### config.mk
export PLATFORM = sky130hd
export DESIGN_NAME = fault_monitor
export DESIGN_NICKNAME = d
export VERILOG_FILES = /design/src/rtl/fault_mon_pkg.sv /design/src/rtl/err_collect.sv /design/src/rtl/fault_tally.sv /design/src/rtl/alarm_latch.sv /design/src/rtl/fault_monitor.sv
export SDC_FILE = /design/constraint.sdc
export NUM_CORES = 1
export LEC_CHECK = 0
export ABC_AREA = 1
export BUFFER_PORTS_ARGS = -buffer_cell sky130_fd_sc_hd__buf_2
export CORE_MARGIN = 2
export CORE_UTILIZATION = 30
export CTS_CLUSTER_DIAMETER = 30
export DETAILED_ROUTE_END_ITERATION = 8
export GPL_TIMING_DRIVEN = 0
export SYNTH_ARGS = -nofsm -noshare
export SYNTH_HDL_FRONTEND = slang
export SYNTH_SLANG_ARGS = --single-unit
### constraint.sdc
create_clock -name clk -period 1.54 [get_ports clk]
set_input_delay 0.385 -clock clk [delete_from_list [all_inputs] [get_ports clk]]
set_output_delay 0.385 -clock clk [all_outputs]
set_load 0.02 [all_outputs]
### src/rtl/fault_mon_pkg.sv
package fault_mon_pkg;

  // width of the error register
  localparam int ERR_W = 6;

  // bit positions of the error register; fixed, decoded by software
  localparam int B_CF_PAR  = 0;
  localparam int B_START   = 1;
  localparam int B_TIMEOUT = 2;
  localparam int B_CRC     = 3;
  localparam int B_TX_PAR  = 4;
  localparam int B_TX_DLM  = 5;

  // positions inside the two-bit slice taken from status field bits 7:6
  localparam int F_TX_PAR = 0;
  localparam int F_TX_DLM = 1;

  typedef logic [ERR_W-1:0] err_vec_t;

endpackage

### src/rtl/err_collect.sv
module err_collect
  import fault_mon_pkg::*;
(
  input  logic           clk,
  input  logic           rst_n,
  input  logic           txn_start,
  input  logic           cf_par_err,
  input  logic           start_seq_err,
  input  logic           timeout_err,
  input  logic           crc_err,
  input  logic           status_vld,
  input  logic [1:0]     status_flags,
  output err_vec_t       err_q,
  output logic           first_hit
);

  err_vec_t hits;
  err_vec_t base;
  err_vec_t err_d;

  // map each cause onto its fixed bit
  always_comb begin
    hits            = '0;
    hits[B_CF_PAR]  = cf_par_err;
    hits[B_START]   = start_seq_err;
    hits[B_TIMEOUT] = timeout_err;
    hits[B_CRC]     = crc_err;
    hits[B_TX_PAR]  = status_vld & status_flags[F_TX_PAR];
    hits[B_TX_DLM]  = status_vld & status_flags[F_TX_DLM];
  end

  // a start pulse discards the previous transaction's bits;
  // strobes of the start cycle already belong to the new one
  always_comb begin
    base      = txn_start ? '0 : err_q;
    err_d     = base | hits;
    first_hit = (base == '0) && (hits != '0);
  end

  always_ff @(posedge clk or negedge rst_n) begin
    if (!rst_n) err_q <= '0;
    else        err_q <= err_d;
  end

endmodule

### src/rtl/fault_tally.sv
module fault_tally #(
  parameter int CNT_W = 3
) (
  input  logic             clk,
  input  logic             rst_n,
  input  logic             inc,
  input  logic             clr,
  output logic [CNT_W-1:0] cnt_q
);

  localparam logic [CNT_W-1:0] CNT_MAX = {CNT_W{1'b1}};

  always_ff @(posedge clk or negedge rst_n) begin
    if (!rst_n)                     cnt_q <= '0;
    else if (clr)                   cnt_q <= '0;
    else if (inc && cnt_q != CNT_MAX) cnt_q <= cnt_q + 1'b1;
  end

endmodule

### src/rtl/alarm_latch.sv
module alarm_latch #(
  parameter int THRESH = 3,
  parameter int CNT_W  = 3
) (
  input  logic             clk,
  input  logic             rst_n,
  input  logic             clr,
  input  logic [CNT_W-1:0] cnt,
  output logic             alarm_q
);

  localparam logic [CNT_W-1:0] LIMIT = CNT_W'(THRESH);

  logic over;
  assign over = cnt > LIMIT;

  always_ff @(posedge clk or negedge rst_n) begin
    if (!rst_n)   alarm_q <= 1'b0;
    else if (clr) alarm_q <= 1'b0;
    else if (over) alarm_q <= 1'b1;
  end

endmodule

### src/rtl/fault_monitor.sv
module fault_monitor
  import fault_mon_pkg::*;
#(
  parameter int THRESH = 3
) (
  input  logic             clk,
  input  logic             rst_n,
  input  logic             txn_start,
  input  logic             alarm_clear,
  input  logic             cf_par_err,
  input  logic             start_seq_err,
  input  logic             timeout_err,
  input  logic             crc_err,
  input  logic             status_vld,
  input  logic [1:0]       status_flags,
  output logic [ERR_W-1:0] err_o,
  output logic             alarm_o
);

  // room for THRESH+1 so the count can pass the threshold
  localparam int CNT_W = $clog2(THRESH + 2);

  err_vec_t         err_q;
  logic             first_hit;
  logic [CNT_W-1:0] fault_cnt;

  err_collect u_collect (
    .clk           (clk),
    .rst_n         (rst_n),
    .txn_start     (txn_start),
    .cf_par_err    (cf_par_err),
    .start_seq_err (start_seq_err),
    .timeout_err   (timeout_err),
    .crc_err       (crc_err),
    .status_vld    (status_vld),
    .status_flags  (status_flags),
    .err_q         (err_q),
    .first_hit     (first_hit)
  );

  fault_tally #(.CNT_W(CNT_W)) u_tally (
    .clk   (clk),
    .rst_n (rst_n),
    .inc   (first_hit),
    .clr   (alarm_clear),
    .cnt_q (fault_cnt)
  );

  alarm_latch #(.THRESH(THRESH), .CNT_W(CNT_W)) u_alarm (
    .clk     (clk),
    .rst_n   (rst_n),
    .clr     (alarm_clear),
    .cnt     (fault_cnt),
    .alarm_q (alarm_o)
  );

  assign err_o = err_q;

endmodule

==> Word-level counts from Yosys, hierarchy flattened <==
Cells that the tools add are included.
W data, S select, Z words.
{ "word_totals": {"reg_bits": 10, "input_bits": 11, "out_inout_bits": 7, "elab_cells": 20} }
{ "op_classes": {"n_addsub": 1, "magnitude_cmp": 1, "n_eq_ne": 1, "muxes": 5, "bitwise_logic": 3, "n_reduce_logical": 6} }
{ "op_table": {"columns": ["op", "n"], "rows": [
  ["$logic_not A6 Y1", 1],
  ["$mux W3", 2],
  ["$mux W6", 1],
  ["$or A6 B6 Y6", 1],
  ["$reduce_bool A6 Y1", 1],
  ["$reduce_bool A2 Y1", 2],
  ["$add A3 B1 Y3 const B", 1],
  ["$gt A3 B2 Y1 const B", 1],
  ["$ne A3 B3 Y1 const B", 1],
  ["$and A1 B1 Y1", 2],
  ["$logic_and A1 B1 Y1", 2],
  ["$mux W1", 2]
]} }

==> Depth between registers and ports, before layout <==
{ "depth": {"word_depth": 6, "ltp_mapped": 8, "depth_no_buf": 8} }

==> Hierarchy <==
A second synthesis with hierarchy kept.
{ "unflattened": {"hier_cells": 56, "hier_area_um2": 457.9} }
{ "modules_own_cells": {"columns": ["module", "instances", "cells_each", "area_each_um2", "seq_area_each_um2"], "rows": [
  ["err_collect", 1, 33, 259.0, 150.1],
  ["fault_tally", 1, 20, 166.4, 75.1],
  ["alarm_latch", 1, 3, 32.5, 25.0]
]} }

==> Worst setup path after synthesis <==
OpenSTA, ideal clock, no wires.
{ "synth_timing": {"path_type": "register -> register", "startpoint": "register u_tally.cnt_q[0]", "endpoint": "register u_tally.cnt_q[0]", "setup_time_ns": 0.118, "t_arrival_ns": 1.184, "required_time_ns": 1.422, "path_slack_ns": 0.238, "stages_incl_launch_ff": 9, "path_buffers": 0, "synth_period_minus_slack_ns": 1.302, "cell_sequence": "dfrtp_1 ha_1 ha_1 inv_1 nand2_1 nor2_2 nand3_2 nand3_1 nand2_1"} }
{ "synth_between": {"elab_chain_len": 3, "elab_cells_between_ends": 6, "classes_between": "1 x add/sub; 1 x eq/ne; 2 x mux; 2 x reduce/logical"} }
{ "synth_rtl": {"columns": ["element", "line", "rtl"], "rows": [
  ["start: declaration", "fault_tally.sv:8", "output logic [CNT_W-1:0] cnt_q"],
  ["start signal: assignment", "fault_tally.sv:16", "else if (inc && cnt_q != CNT_MAX) cnt_q <= cnt_q + 1'b1;"],
  ["$add A3 B1 Y3 / $ne A3 B3 Y1 (equally long branches)", "fault_tally.sv:16", null],
  ["$mux W3 / $logic_and A1 B1 Y1 (equally long branches)", "fault_tally.sv:16", null],
  ["$mux W3 / $reduce_bool A2 Y1 (equally long branches)", null, null]
]} }
Parallel ways exist; a longest one is shown, timed or not. The select of a mux whose other input is x is not followed.
A chain may end at the register's enable or synchronous reset.

==> Worst setup path after layout <==
Same ends and word-level chain as after synthesis.

==> flow_summary.ini <==
[outcome]
outcome = completed

[synthesis]
ys_warn_count = 0
syn_avg_cell_area_sq_um = 8.049
yosysMostFrequentCell = nand2_1
synthArstFlopShare_pct = 100.0
ys_top_cells_by_area = dfrtp_1 (46%), nand2_1 (15%), ha_1 (7.0%)
syn_area_sq_um = 539.3
synth_area_leader_cell = dfrtp_1
synth_fp_nets = 81
yosysTopAreaCellShare_pct = 46.40
synth_flop_cell = dfrtp_1
synthTopCellsByCount = nand2_1 (21), dfrtp_1 (10), inv_1 (7)
synth.distinct_cells = 15
ys_seq_area_share_pct = 46.40
synth-edff-count = 0
synth-seq-cells = 10
syn_inst = 67

[clock_network]
cts_resized = 0
cts_tree = yes
cts_root_buffer = clkbuf_4
cts_buffers = 3
cts_sinks = 10
worst_setup_hold_path_clk_slew_ps = 70
clk_latency_ps = 270
ctsLongestPathBuffers = 2
cts_htree_levels = 1

[drt]
routed_wl_microns = 1045
num_vias = 483
wl_per_cell_microns = 9.167
post_drt_via_cell_ratio = 4.237
antenna_left = 0
drc = 0
initialDrtViolationCount = 3
first_pass_iters = 2

[sta]
drv_slew = 0
fin_ws_ps = 151.4
period_share_pct = 90.17
finalSetupTns_ps = 0
max_freq_ghz = 0.7201
worst_pin_slew_ps = 236.8
slew_headroom_pct = 84.11
hold_viol_final = 0
rsz0062_at_grt = false
hold-worst-slack_ps = 285.1
fin_crit_ps = 1389
setup_viol = 0
finClkSkew_ps = 5.948

[floorplan]
placementRows = 15
ios = 18
fp.dieH_microns = 46.40
die_w_microns = 46.40
start_util_pct = 31.58
dieArea_sq_um = 2153
core_area_sq_um = 1708

[pwr]
p_int_uw = 459.4
comb_power_share_pct = 16.5
vdd_drop_max_v = 0.0004164
switching_power_uw = 178.0
power.density_nw_per_um2 = 908.1
sw_frac_of_total_pct = 27.92
pwr-share-clk_pct = 38.3
p_leak_uw = 0.0004056
sequentialPowerShare_pct = 45.2

[global_routing]
grt-ovfl-total = 0
grt_max_degree = 11
antenna_found_initial = 0
first_global_vias = 431
track_usage_pct = 11.79
grt_pass1_wl_microns = 1725

[job]
maxCapViolCount = 0

[placed_design]
dp.cells = 109
dp_hpwl_microns = 825.8
port-buffer-count = 17
place_area_sq_um = 655.6
place_ws_ps = 141.5
place_congestion = 0.7038

[worst_setup_path]
critPathRequiredTime_ps = 1700
path_max_fanout = 4
r2r-end = u_tally.cnt_q[0]
worstRegToRegCells = 8
end_kind = flip-flop
r2r_setup_slack_ps = 150
crit_type = flip-flop to flip-flop
arrival_ps = 1550
worst_setup_path_start_kind = flip-flop
rr_startpoint = u_tally.cnt_q[0]

[cells_and_area]
layout-drive-gt1-share_pct = 38.20
num_antenna_cells = 0
syn_to_final_growth_pct = 30.16
n_fill_cell = 179
stdcell_area_sq_um = 701.9
layout.cells.non_filler = 114
final_nets = 104

[worst_hold_path]
hp-start = alarm_clear
hold-path-endpoint = u_alarm.alarm_q
worst_hold_path_type = input pin to flip-flop
worstHoldPathCells = 2
## through the flow
step | power [uW] | utilization, %
final | 637.4 | 41.10
after global routing | 670.8 | 41.10
after CTS | 645.3 | 41.10
after detailed placement | 397.7 | 38.39
after global placement | 395.6 | 38.39
after floorplan | 356.1 | -
## cells in the final DEF, fill, tap and decap left out
master         Yosys  layout
nand2_1           21      21
buf_2              0      17
dfrtp_1           10      10
inv_1              7       7
inv_2              4       4
nand3_1            4       4
nor2_2             4       4
nand2_2            3       3
nand4_1            3       3
ha_1               3       3
clkbuf_4           0       3
a21oi_1            2       2
nor2_1             2       2
o21ai_0            1       1
o21ai_1            1       1
nand2_4            1       1
nand3_2            1       1
clkbuf_8           0       1
dlygate4sd3_1      0       1
## layout make-up
class                           count  area (sq um)  share of cell area, %
Inverter                           11         41.29                  5.882
Clock buffer                        4         36.28                  5.169
Tap cell                           25         31.28                  4.456
Timing Repair Buffer               18         95.09                  13.55
Multi-Input combinational cell     46         247.7                  35.29
Sequential cell                    10         250.2                  35.65
## state kept, by name (all words and copies together), names as in the netlist
register         count
u_collect.err_q      6
u_alarm.alarm_q      1
u_tally.cnt_q        3
## critical path, cell delays in order (launching register included)
cell,delay (ps)
dfrtp_1,410
ha_1,230
ha_1,200
inv_1,50
nand2_1,60
nor2_2,110
nand3_2,100
nand3_1,80
nand2_1,50
## per-layer routing
layer | wire (microns) | part of all wire [%] | global-route usage (%)
met5 | 0 | 0 | 0
met4 | 33 | 3.2 | 10.29
met3 | 46 | 4.4 | 2.353
met2 | 513 | 49 | 17.50
met1 | 452 | 43 | 14.29
## worst max-delay path by stage
stage / from / to / slack (ps) / cells past startpoint
after floorplan: u_tally.cnt_q[0] / u_tally.cnt_q[0] / 240 / 8
after global placement: u_tally.cnt_q[0] / u_tally.cnt_q[0] / 150 / 8
after detailed placement: u_tally.cnt_q[0] / u_tally.cnt_q[2] / 140 / 8
after CTS: u_tally.cnt_q[0] / u_tally.cnt_q[0] / 130 / 8
after global routing: u_tally.cnt_q[0] / u_tally.cnt_q[2] / 20 / 7
final: u_tally.cnt_q[0] / u_tally.cnt_q[0] / 150 / 8
## repair_timing
action / in CTS / in global routing
buffers inserted: 0 / 0
endpoints found under the hold margin: 10 / 0
hold buffers: 1 / 0
## cells by family (layout without fill, tap and decap cells)
group / Yosys count / in the layout / share of synthesized area [%]
flops: 10 / 10 / 46.40
fa+ha+maj: 3 / 3 / 6.961
simple gates: 39 / 39 / 35.27
compound gates: 4 / 4 / 3.711
buf+inv: 11 / 33 / 7.657
## power by group through the flow
stage                     Combinational [uW]  Sequential [uW]  Clock, uW
after global routing                     120              290        261
final                                    105              288        244
after detailed placement                 105              293          0
after floorplan                         48.7              307          0
after global placement                   103              293          0
after CTS                                107              288        251
Note: power is estimated with default switching activity, not from simulation.
